## config.mk

```make
export PLATFORM = sky130hd
export DESIGN_NAME = branch_resolve
export DESIGN_NICKNAME = d
export VERILOG_FILES = /design/src/rtl/brres_pkg.sv /design/src/rtl/brres_cond.sv /design/src/rtl/brres_timing.sv /design/src/rtl/brres_target.sv /design/src/rtl/branch_resolve.sv
export SDC_FILE = /design/constraint.sdc
export NUM_CORES = 1
export LEC_CHECK = 0
export ABC_AREA = 1
export CAP_MARGIN = 20
export CORE_ASPECT_RATIO = 1.25
export CORE_UTILIZATION = 40
export CTS_CLUSTER_SIZE = 40
export DETAILED_ROUTE_END_ITERATION = 7
export DONT_BUFFER_PORTS = 1
export GPL_ROUTABILITY_DRIVEN = 0
export PLACE_DENSITY_LB_ADDON = 0.2
export SLEW_MARGIN = 10
export SYNTH_ARGS = -nofsm -noshare
export SYNTH_HDL_FRONTEND = slang
export SYNTH_SLANG_ARGS = --single-unit
export TNS_END_PERCENT = 10
```

## constraint.sdc

```tcl
create_clock -name clk -period 1.7 [get_ports clk]
set_clock_uncertainty 0.1 [all_clocks]
set_input_delay 0.255 -clock clk [delete_from_list [all_inputs] [get_ports clk]]
set_output_delay 0.255 -clock clk [all_outputs]
set_load 0.05 [all_outputs]
```

## src/rtl/brres_pkg.sv

```systemverilog
package brres_pkg;

    typedef enum logic [3:0] {
        OP_NOP   = 4'd0,
        OP_BRSET = 4'd1,
        OP_BRCLR = 4'd2,
        OP_BRSGE = 4'd3,
        OP_BRSLT = 4'd4,
        OP_RJMP  = 4'd5,
        OP_RCALL = 4'd6,
        OP_IJMP  = 4'd7,
        OP_ICALL = 4'd8,
        OP_SKBC  = 4'd9,
        OP_SKBS  = 4'd10,
        OP_SKEQ  = 4'd11
    } brres_op_e;

    typedef enum logic [1:0] {
        PATH_STEP = 2'd0,
        PATH_REL  = 2'd1,
        PATH_ABS  = 2'd2,
        PATH_SKIP = 2'd3
    } brres_path_e;

    localparam int FLAG_N_POS = 2;
    localparam int FLAG_V_POS = 3;
    localparam int CYC_W      = 2;

endpackage

```

## src/rtl/brres_cond.sv

```systemverilog
module brres_cond
    import brres_pkg::*;
#(
    parameter int DATA_W = 8,
    localparam int SEL_W = $clog2(DATA_W)
) (
    input  brres_op_e          op_i,
    input  logic [DATA_W-1:0]  sreg_i,
    input  logic [SEL_W-1:0]   flag_sel_i,
    input  logic [SEL_W-1:0]   bit_idx_i,
    input  logic [DATA_W-1:0]  test_byte_i,
    input  logic [DATA_W-1:0]  rd_val_i,
    input  logic [DATA_W-1:0]  rr_val_i,
    output logic               hit_o
);

    logic sel_flag;
    logic sel_bit;
    logic signed_lt;

    always_comb begin
        sel_flag  = sreg_i[flag_sel_i];
        sel_bit   = test_byte_i[bit_idx_i];
        signed_lt = sreg_i[FLAG_N_POS] ^ sreg_i[FLAG_V_POS];
        unique case (op_i)
            OP_BRSET: hit_o = sel_flag;
            OP_BRCLR: hit_o = ~sel_flag;
            OP_BRSGE: hit_o = ~signed_lt;
            OP_BRSLT: hit_o = signed_lt;
            OP_SKBC:  hit_o = ~sel_bit;
            OP_SKBS:  hit_o = sel_bit;
            OP_SKEQ:  hit_o = (rd_val_i == rr_val_i);
            default:  hit_o = 1'b0;
        endcase
    end

endmodule

```

## src/rtl/brres_timing.sv

```systemverilog
module brres_timing
    import brres_pkg::*;
(
    input  brres_op_e         op_i,
    input  logic              hit_i,
    input  logic              two_word_i,
    output logic              taken_o,
    output logic [CYC_W-1:0]  cycles_o,
    output brres_path_e       path_o,
    output logic              short_off_o
);

    always_comb begin
        taken_o     = 1'b0;
        cycles_o    = CYC_W'(1);
        path_o      = PATH_STEP;
        short_off_o = 1'b0;
        unique case (op_i)
            OP_BRSET, OP_BRCLR, OP_BRSGE, OP_BRSLT: begin
                short_off_o = 1'b1;
                if (hit_i) begin
                    taken_o  = 1'b1;
                    cycles_o = CYC_W'(2);
                    path_o   = PATH_REL;
                end
            end
            OP_RJMP: begin
                taken_o  = 1'b1;
                cycles_o = CYC_W'(2);
                path_o   = PATH_REL;
            end
            OP_RCALL: begin
                taken_o  = 1'b1;
                cycles_o = CYC_W'(3);
                path_o   = PATH_REL;
            end
            OP_IJMP: begin
                taken_o  = 1'b1;
                cycles_o = CYC_W'(2);
                path_o   = PATH_ABS;
            end
            OP_ICALL: begin
                taken_o  = 1'b1;
                cycles_o = CYC_W'(3);
                path_o   = PATH_ABS;
            end
            OP_SKBC, OP_SKBS, OP_SKEQ: begin
                if (hit_i) begin
                    taken_o  = 1'b1;
                    cycles_o = two_word_i ? CYC_W'(3) : CYC_W'(2);
                    path_o   = PATH_SKIP;
                end
            end
            default: begin
                taken_o = 1'b0;
            end
        endcase
    end

endmodule

```

## src/rtl/brres_target.sv

```systemverilog
module brres_target #(
    parameter int PC_W    = 16,
    parameter int BR_K_W  = 7,
    parameter int JMP_K_W = 12
) (
    input  logic [PC_W-1:0]    pc_i,
    input  logic [JMP_K_W-1:0] k_i,
    input  logic               short_off_i,
    input  logic               two_word_i,
    output logic [PC_W-1:0]    pc_seq_o,
    output logic [PC_W-1:0]    pc_rel_o,
    output logic [PC_W-1:0]    pc_skip_o
);

    logic [PC_W-1:0] off_short;
    logic [PC_W-1:0] off_long;
    logic [PC_W-1:0] off_sel;

    generate
        if (PC_W > BR_K_W) begin : g_short_ext
            assign off_short = {{(PC_W-BR_K_W){k_i[BR_K_W-1]}}, k_i[BR_K_W-1:0]};
        end else begin : g_short_cut
            assign off_short = k_i[PC_W-1:0];
        end
        if (PC_W > JMP_K_W) begin : g_long_ext
            assign off_long = {{(PC_W-JMP_K_W){k_i[JMP_K_W-1]}}, k_i};
        end else begin : g_long_cut
            assign off_long = k_i[PC_W-1:0];
        end
    endgenerate

    always_comb begin
        off_sel   = short_off_i ? off_short : off_long;
        pc_seq_o  = pc_i + PC_W'(1);
        pc_rel_o  = pc_i + off_sel + PC_W'(1);
        pc_skip_o = pc_i + (two_word_i ? PC_W'(3) : PC_W'(2));
    end

endmodule

```

## src/rtl/branch_resolve.sv

```systemverilog
module branch_resolve
    import brres_pkg::*;
#(
    parameter int PC_W    = 16,
    parameter int DATA_W  = 8,
    parameter int BR_K_W  = 7,
    parameter int JMP_K_W = 12,
    localparam int SEL_W  = $clog2(DATA_W)
) (
    input  logic               clk,
    input  logic               rst_n,
    input  logic               in_valid,
    input  logic [3:0]         op,
    input  logic [PC_W-1:0]    pc,
    input  logic [JMP_K_W-1:0] offset,
    input  logic [DATA_W-1:0]  sreg,
    input  logic [SEL_W-1:0]   flag_sel,
    input  logic [SEL_W-1:0]   bit_idx,
    input  logic [DATA_W-1:0]  test_byte,
    input  logic [DATA_W-1:0]  rd_val,
    input  logic [DATA_W-1:0]  rr_val,
    input  logic [PC_W-1:0]    zptr,
    input  logic               next_two_word,
    output logic               out_valid,
    output logic [PC_W-1:0]    npc,
    output logic               taken,
    output logic [CYC_W-1:0]   cycles
);

    typedef struct packed {
        logic              vld;
        logic [PC_W-1:0]   npc;
        logic              tkn;
        logic [CYC_W-1:0]  cyc;
    } res_t;

    brres_op_e        op_e;
    logic             cond_hit;
    logic             tkn_c;
    logic [CYC_W-1:0] cyc_c;
    brres_path_e      path_c;
    logic             short_c;
    logic [PC_W-1:0]  pc_seq;
    logic [PC_W-1:0]  pc_rel;
    logic [PC_W-1:0]  pc_skip;
    res_t             res_d;
    res_t             res_q;

    assign op_e = brres_op_e'(op);

    brres_cond #(.DATA_W(DATA_W)) u_cond (
        .op_i        (op_e),
        .sreg_i      (sreg),
        .flag_sel_i  (flag_sel),
        .bit_idx_i   (bit_idx),
        .test_byte_i (test_byte),
        .rd_val_i    (rd_val),
        .rr_val_i    (rr_val),
        .hit_o       (cond_hit)
    );

    brres_timing u_timing (
        .op_i        (op_e),
        .hit_i       (cond_hit),
        .two_word_i  (next_two_word),
        .taken_o     (tkn_c),
        .cycles_o    (cyc_c),
        .path_o      (path_c),
        .short_off_o (short_c)
    );

    brres_target #(
        .PC_W    (PC_W),
        .BR_K_W  (BR_K_W),
        .JMP_K_W (JMP_K_W)
    ) u_target (
        .pc_i        (pc),
        .k_i         (offset),
        .short_off_i (short_c),
        .two_word_i  (next_two_word),
        .pc_seq_o    (pc_seq),
        .pc_rel_o    (pc_rel),
        .pc_skip_o   (pc_skip)
    );

    always_comb begin
        res_d     = res_q;
        res_d.vld = 1'b0;
        if (in_valid) begin
            res_d.vld = 1'b1;
            res_d.tkn = tkn_c;
            res_d.cyc = cyc_c;
            unique case (path_c)
                PATH_REL:  res_d.npc = pc_rel;
                PATH_ABS:  res_d.npc = zptr;
                PATH_SKIP: res_d.npc = pc_skip;
                default:   res_d.npc = pc_seq;
            endcase
        end
    end

    always_ff @(posedge clk or negedge rst_n) begin
        if (!rst_n) begin
            res_q <= '0;
        end else begin
            res_q <= res_d;
        end
    end

    assign out_valid = res_q.vld;
    assign npc       = res_q.npc;
    assign taken     = res_q.tkn;
    assign cycles    = res_q.cyc;


    accept_latency_chk: assert property (@(posedge clk) disable iff (!rst_n)
        in_valid |=> out_valid);


    idle_hold_chk: assert property (@(posedge clk) disable iff (!rst_n)
        !in_valid |=> (!out_valid && $stable(npc) && $stable(taken) && $stable(cycles)));


    untaken_single_chk: assert property (@(posedge clk) disable iff (!rst_n)
        (out_valid && !taken) |-> (cycles == CYC_W'(1)));


    taken_multi_chk: assert property (@(posedge clk) disable iff (!rst_n)
        (out_valid && taken) |-> (cycles >= CYC_W'(2)));


    seq_step_chk: assert property (@(posedge clk) disable iff (!rst_n)
        (out_valid && !taken) |-> (npc == PC_W'($past(pc) + PC_W'(1))));


    indirect_target_chk: assert property (@(posedge clk) disable iff (!rst_n)
        (in_valid && (op == 4'd7 || op == 4'd8)) |=> (npc == $past(zptr)));

endmodule

```

Yosys cells after proc, flatten, opt, wreduce, memory -nomap -nowiden
Index checks and enable logic that the tools add are counted.
W data, S select, Z words.
{"block": "totals", "ff_bits": 20, "latchBits": 0, "ramBits": 0, "rom_bits": 0, "out_inout_bits": 20, "n_memories": 0}
{"block": "classes", "n_addsub": 4, "multipliers": 0, "div": 0, "magnitude_cmp": 2, "n_eq_ne": 15, "shifts": 0, "mux": 19, "bitwise_logic": 4, "reduce_logical": 8}
{"cell": "$pmux W16 S3", "n": 1}
{"cell": "$add A16 B1 Y16 const B", "n": 2}
{"cell": "$add A16 B16 Y16", "n": 2}
{"cell": "$mux W20", "n": 1}
{"cell": "$eq A4 B3 Y1 const B", "n": 4}
{"cell": "$eq A4 B4 Y1 const B", "n": 4}
{"cell": "$mux W16", "n": 1}
{"cell": "$pmux W2 S4", "n": 2}
{"cell": "$eq A4 B2 Y1 const B", "n": 2}
{"cell": "$eq A8 B8 Y1", "n": 1}
{"cell": "$lt A3 B4 Y1 const B", "n": 2}
{"cell": "$reduce_or A2 Y1", "n": 4}
{"cell": "$reduce_or A4 Y1", "n": 2}
{"cell": "$mux W1", "n": 7}
{"cell": "$pmux W1 S7", "n": 1}
{"cell": "$reduce_or A7 Y1", "n": 1}
{"cell": "$bmux W1 S3", "n": 2}
{"cell": "$mux W2", "n": 3}
{"cell": "$eq A2 B2 Y1 const B", "n": 2}
{"cell": "$eq A4 B1 Y1 const B", "n": 1}
{"cell": "$not A1 Y1", "n": 3}
{"cell": "$reduce_or A3 Y1", "n": 1}
{"cell": "$eq A2 B1 Y1 const B", "n": 1}
{"cell": "$pmux W1 S2", "n": 1}
{"cell": "$xor A1 B1 Y1", "n": 1}

Depth between registers and ports, before layout
{"block": "logic_depth", "word_depth": 9, "mapped_depth": 26, "depth_no_buf": 26}

Cells and area by module
Synthesis repeated with hierarchy kept, for this count alone.
{"block": "unflattened", "hier_cells": 608, "hier_area_um2": 3432.0}
{"module": "brres_target", "instances": 1, "cells_each": 287, "area_each_um2": 1537.7, "seq_area_each_um2": 0.0}
{"module": "branch_resolve", "instances": 1, "cells_each": 190, "area_each_um2": 1277.5, "seq_area_each_um2": 500.5}
{"module": "brres_cond", "instances": 1, "cells_each": 98, "area_each_um2": 455.4, "seq_area_each_um2": 0.0}
{"module": "brres_timing", "instances": 1, "cells_each": 33, "area_each_um2": 161.4, "seq_area_each_um2": 0.0}

Worst setup path after synthesis
No wires, ideal clock.
{"block": "synth_timing", "kind": "input to register", "from": "input flag_sel[0]", "to": "register res_q (netlist bit npc[10])", "setup_ns": 0.118, "arrival_time_ns": 2.599, "setup_slack_ns": -1.116, "path_stages": 26, "path_cell_list": "inv_2 -> or2_0 -> nand2_1 -> nand3b_1 -> nand2_2 -> nand2_1 -> nand2_2 -> nor2_4 -> nand2_1 -> nand2_1 -> nand2_2 -> ha_1 -> nand2_1 -> ha_1 -> fa_1 -> nand3_1 -> inv_1 -> nand2_1 -> nor2_2 -> inv_1 -> or2_0 -> nand3_1 -> nand2_1 -> clkinv_1 -> nand2_1 -> nand2_1"}
{"block": "synth_between", "elab_chain_cells": 8}
{"item": "start, declared", "line_no": "branch_resolve.sv:17", "text": "input logic [SEL_W-1:0] flag_sel,"}
{"item": "$bmux W1 S3 *", "line_no": "brres_cond.sv:22", "text": "sel_flag = sreg_i[flag_sel_i];"}
{"item": "$mux W1 (implied by the code) *", "line_no": "brres_cond.sv:22"}
{"item": "$not A1 Y1", "line_no": "brres_cond.sv:27", "text": "OP_BRCLR: hit_o = ~sel_flag;"}
{"item": "$pmux W1 S7 *", "line_no": "brres_cond.sv:25", "text": "unique case (op_i)"}
{"item": "$mux W2 or $mux W1 (tied branches)", "line_no": "brres_timing.sv:48, brres_timing.sv:21"}
{"item": "$pmux W2 S4 *", "line_no": "brres_timing.sv:18", "text": "unique case (op_i)"}
{"item": "$eq A2 B2 Y1 or $eq A2 B1 Y1 (tied branches)", "line_no": "branch_resolve.sv:93", "text": "unique case (path_c)"}
{"item": "$pmux W16 S3 *", "line_no": "branch_resolve.sv:93"}
{"item": "end signal, assigned", "line_no": "branch_resolve.sv:106", "text": "res_q <= res_d;"}
{"item": "end, declared", "line_no": "branch_resolve.sv:47", "text": "res_t res_q;"}
Mark *: on every way between the ends. The rest lies on a longest branch, timed or not. The select of a mux whose other input is x is not followed.
A chain may end at the register's enable or synchronous reset.

Worst setup path in the final report
Ends and elaborated chain as after synthesis.

==> impl_results.md <==
* Cell with the most instances after synthesis: nand2_1
* Worst r2r dst: npc[14]$_DFFE_PN0P_
* Post-synthesis sequential area ratio at 16.3%
* Power per cell area at 663 nW/um2
* Cell area after layout at 3820 um2
* Yosys top cell by area: nand2_1
* Largest net degree at the start of global routing at 22
* Mapped Area at 3060 um2
* Fmax at 397 MHz
* Synth cell count leaders: 184 x nand2_1, 82 x inv_1, 47 x nand3_1, 47 x nor2_1, 31 x a21oi_1
* Worst Setup EP: npc[10]$_DFFE_PN0P_
* Root buffer cell: clkbuf_8
* Ant. Diodes at 0
* Lkg Pwr at 2.09 nW
* Max-slew headroom at 41.7%
* Total gr overflow at 0
* Unrepaired setup endpoints after global routing: true
* Status: finished with violations
* Initial Util at 41.4%
* Critical path arrival at 2.56 ns
* First-pass GRT wire length at 14,000 um
* Total power at 2.53 mW
* Vias in the first global route at 3,144
* Clock Latency Late Sink at 0.25 ns
* Cts bufs inserted at 3
* TNS Setup at -10.54 ns
* Seq pwr share at 37.0%
* Launch point of the worst reg-to-reg path: npc[14]$_DFFE_PN0P_
* Peak supply drop at 0.000683 V
* Nets at 703
* Fin. Hold Viols at 0
* Hold Crit Class: in -> reg
* Seq cells post-synth at 20
* Share of layout cells above drive strength 1 at 18.8%
* Synthesis warning total at 0
* Comb power frac at 44.9%
* Clk slew on worst S/H paths at 0.07 ns
* Worst Setup End Kind: flop
* DP Worst Slack at -1.10 ns
* Worst reg2reg setup slack at 0.64 ns
* Wire length per cell at 12.7 um
* EDFF count, synth at 0
* H-tree depth at 1
* I/O Buffers at 0
* Clock sink total at 20
* DRT Pass-1 Iters at 4
* Die X at 80.3 um
* Clock buffer depth at 2
* Fraction of registers with async set or reset after synthesis at 100%
* Final setup viols at 16
* Cells on worst reg2reg path at 2
* Post-Route WL at 8640 um
* Pint at 1.40 mW
* Actual slew at the worst max-slew pin at 0.871 ns
* Area grow syn2layout at 24.7%
* Fin worst setup slack at -0.820 ns
* Final worst path period need at 2.52 ns
* Final Cycle Share at 148%
* Syn Area/Cell at 5.71 um2
* MaxCap Viol Count at 0
* Synth Flop Type: dfrtp_1
* Req. time, crit path at 1.74 ns
* GR Util All Layers at 22.1%
* Failing checks: setup timing
* CORE AREA at 7400 um2
* Crit path launch type: input port
* Vias/cell at 4.88
* Chip height at 99.9 um
* Initial antenna violation count at 0
* Clock power frac at 18.1%
* DRT antenna net count at 0
* CP Class: in -> reg
* Cell Rows at 35
* Boundary Pins at 110
* Placed inst area at 3570 um2
* Top cells by area, synth: nand2_1 23%, dfrtp_1 16%, inv_1 10%, ha_1 8.2%, nand3_1 7.7%
* Syn Inst Count at 537
* DP Wirelength at 7390 um
* First-iteration detailed-routing DRC count at 92
* CTS tree: built
* Max Slew Vio Count at 0
* Crit path launch: flag_sel[0]
* Post-synthesis net count at 649
* Vias after detailed routing at 3,325
* # DRC at 0
* Largest fanout on the critical path at 5
* DIE AREA at 8020 um2
* P_sw at 1.14 mW
* Count of unique library cells instantiated by Yosys at 39
* Top-area cell type share of the netlist area at 22.5%
* Sw Ratio at 44.9%
-- what timing repair did --
action,in CTS,in global routing
buffers inserted,1,1
pin swaps,4,22
hold endpoints to repair,21,0
resized for setup,12,26
setup endpoints to repair,16,16
hold buffers,2,0
-- critical path, cell delays in order --
cell and delay, ns:
inv_8 0.01, or2_0 0.21, nand2_1 0.06, nand3b_1 0.09, nand2_2 0.10, nand2_2 0.05, nand2_2 0.07, nor2_4 0.05
nand2_1 0.05, nand2_1 0.06, nand2_2 0.09, ha_4 0.16, nand2_4 0.05, ha_4 0.17, fa_2 0.40, nand3_2 0.11
inv_2 0.05, nand2_4 0.07, nor2_4 0.05, inv_2 0.05, or2_0 0.10, nand3_1 0.06, nand2_1 0.08, inv_2 0.03
nand2_1 0.05, nand2_1 0.04
-- cell families after synthesis --
family	Yosys count	share of synthesized area (%)
buffers and inverters	101	13.8
adder cells (fa/ha/maj)	22	9.47
flip-flops	20	16.3
AO/OA/AOI/OAI	65	11.7
AND/OR/NAND/NOR	315	44.7
XOR/XNOR	14	4.00
-- layout make-up --
cell class | instances | area [um2]
clock buffer | 3 | 41.3
sequential | 20 | 500
inverter | 91 | 352
fill | 778 | 3580
clock inverter | 1 | 30.0
timing repair buffer | 59 | 493
tap | 92 | 115
multi-input combinational | 416 | 2290
-- layout by cell type, fill, tap and decap left out, types with 3 or more instances in the layout --
| cell type | count |
|---|---|
| a21oi_1 | 28 |
| a21oi_2 | 3 |
| buf_12 | 3 |
| buf_4 | 52 |
| clkbuf_8 | 3 |
| dfrtp_1 | 20 |
| ha_1 | 15 |
| ha_4 | 5 |
| inv_1 | 79 |
| inv_2 | 9 |
| nand2_1 | 179 |
| nand2_2 | 7 |
| nand2_4 | 8 |
| nand3_1 | 42 |
| nand3_2 | 5 |
| nand3b_1 | 3 |
| nand4_1 | 4 |
| nor2_1 | 46 |
| nor2_4 | 6 |
| nor3_1 | 6 |
| o211ai_1 | 3 |
| o21ai_0 | 13 |
| o21ai_1 | 8 |
| or2_0 | 4 |
| xnor2_1 | 11 |
| xor2_1 | 3 |
-- flip-flops by register name, summed over array words and instances, names as in the netlist --
| signal | cells |
|---|---|
| npc | 16 |
| out_valid | 1 |
| cycles | 2 |
| taken | 1 |
-- per-stage QoR --
| stage | hold slack (ns) | utilization, % | cells |
|---|---|---|---|
| 5_1_grt | 0.0318 | 51.6 | 682 |
| 6_report | 0.0382 | 51.6 | 682 |
| 3_3_place_gp | -0.140 | 48.3 | 674 |
| 4_1_cts | 0.0275 | 50.0 | 681 |
| 3_5_place_dp | -0.140 | 48.3 | 674 |
| 2_1_floorplan | -0.141 | - | 537 |
-- worst min path at each step --
stage                       endpoint  depth (start not counted)     start
3_5_place_dp   cycles[1]$_DFFE_PN0P_                          0     rst_n
3_3_place_gp   cycles[1]$_DFFE_PN0P_                          0     rst_n
5_1_grt           npc[3]$_DFFE_PN0P_                          2  in_valid
2_1_floorplan  cycles[0]$_DFFE_PN0P_                          0     rst_n
4_1_cts           npc[3]$_DFFE_PN0P_                          2  in_valid
6_report          npc[8]$_DFFE_PN0P_                          2  in_valid
-- power groups by stage --
stage / Sequential [mW] / Clock [mW] / Combinational [mW]
after CTS: 0.940 / 0.474 / 1.10
after floorplan: 0.932 / 0 / 0.733
final: 0.938 / 0.460 / 1.14
after detailed placement: 0.950 / 0 / 1.07
after global routing: 0.951 / 0.499 / 1.29
after global placement: 0.946 / 0 / 1.05
-- layer usage --
layer	track usage [%]	vias to the layer above	wire length (um)
met5	0	-	0
met4	5.49	0	150
met3	3.45	10	594
met2	36.8	92	4030
met1	29.7	1433	3870
li1	-	1790	-
Note: power is estimated with default switching activity, not from simulation.
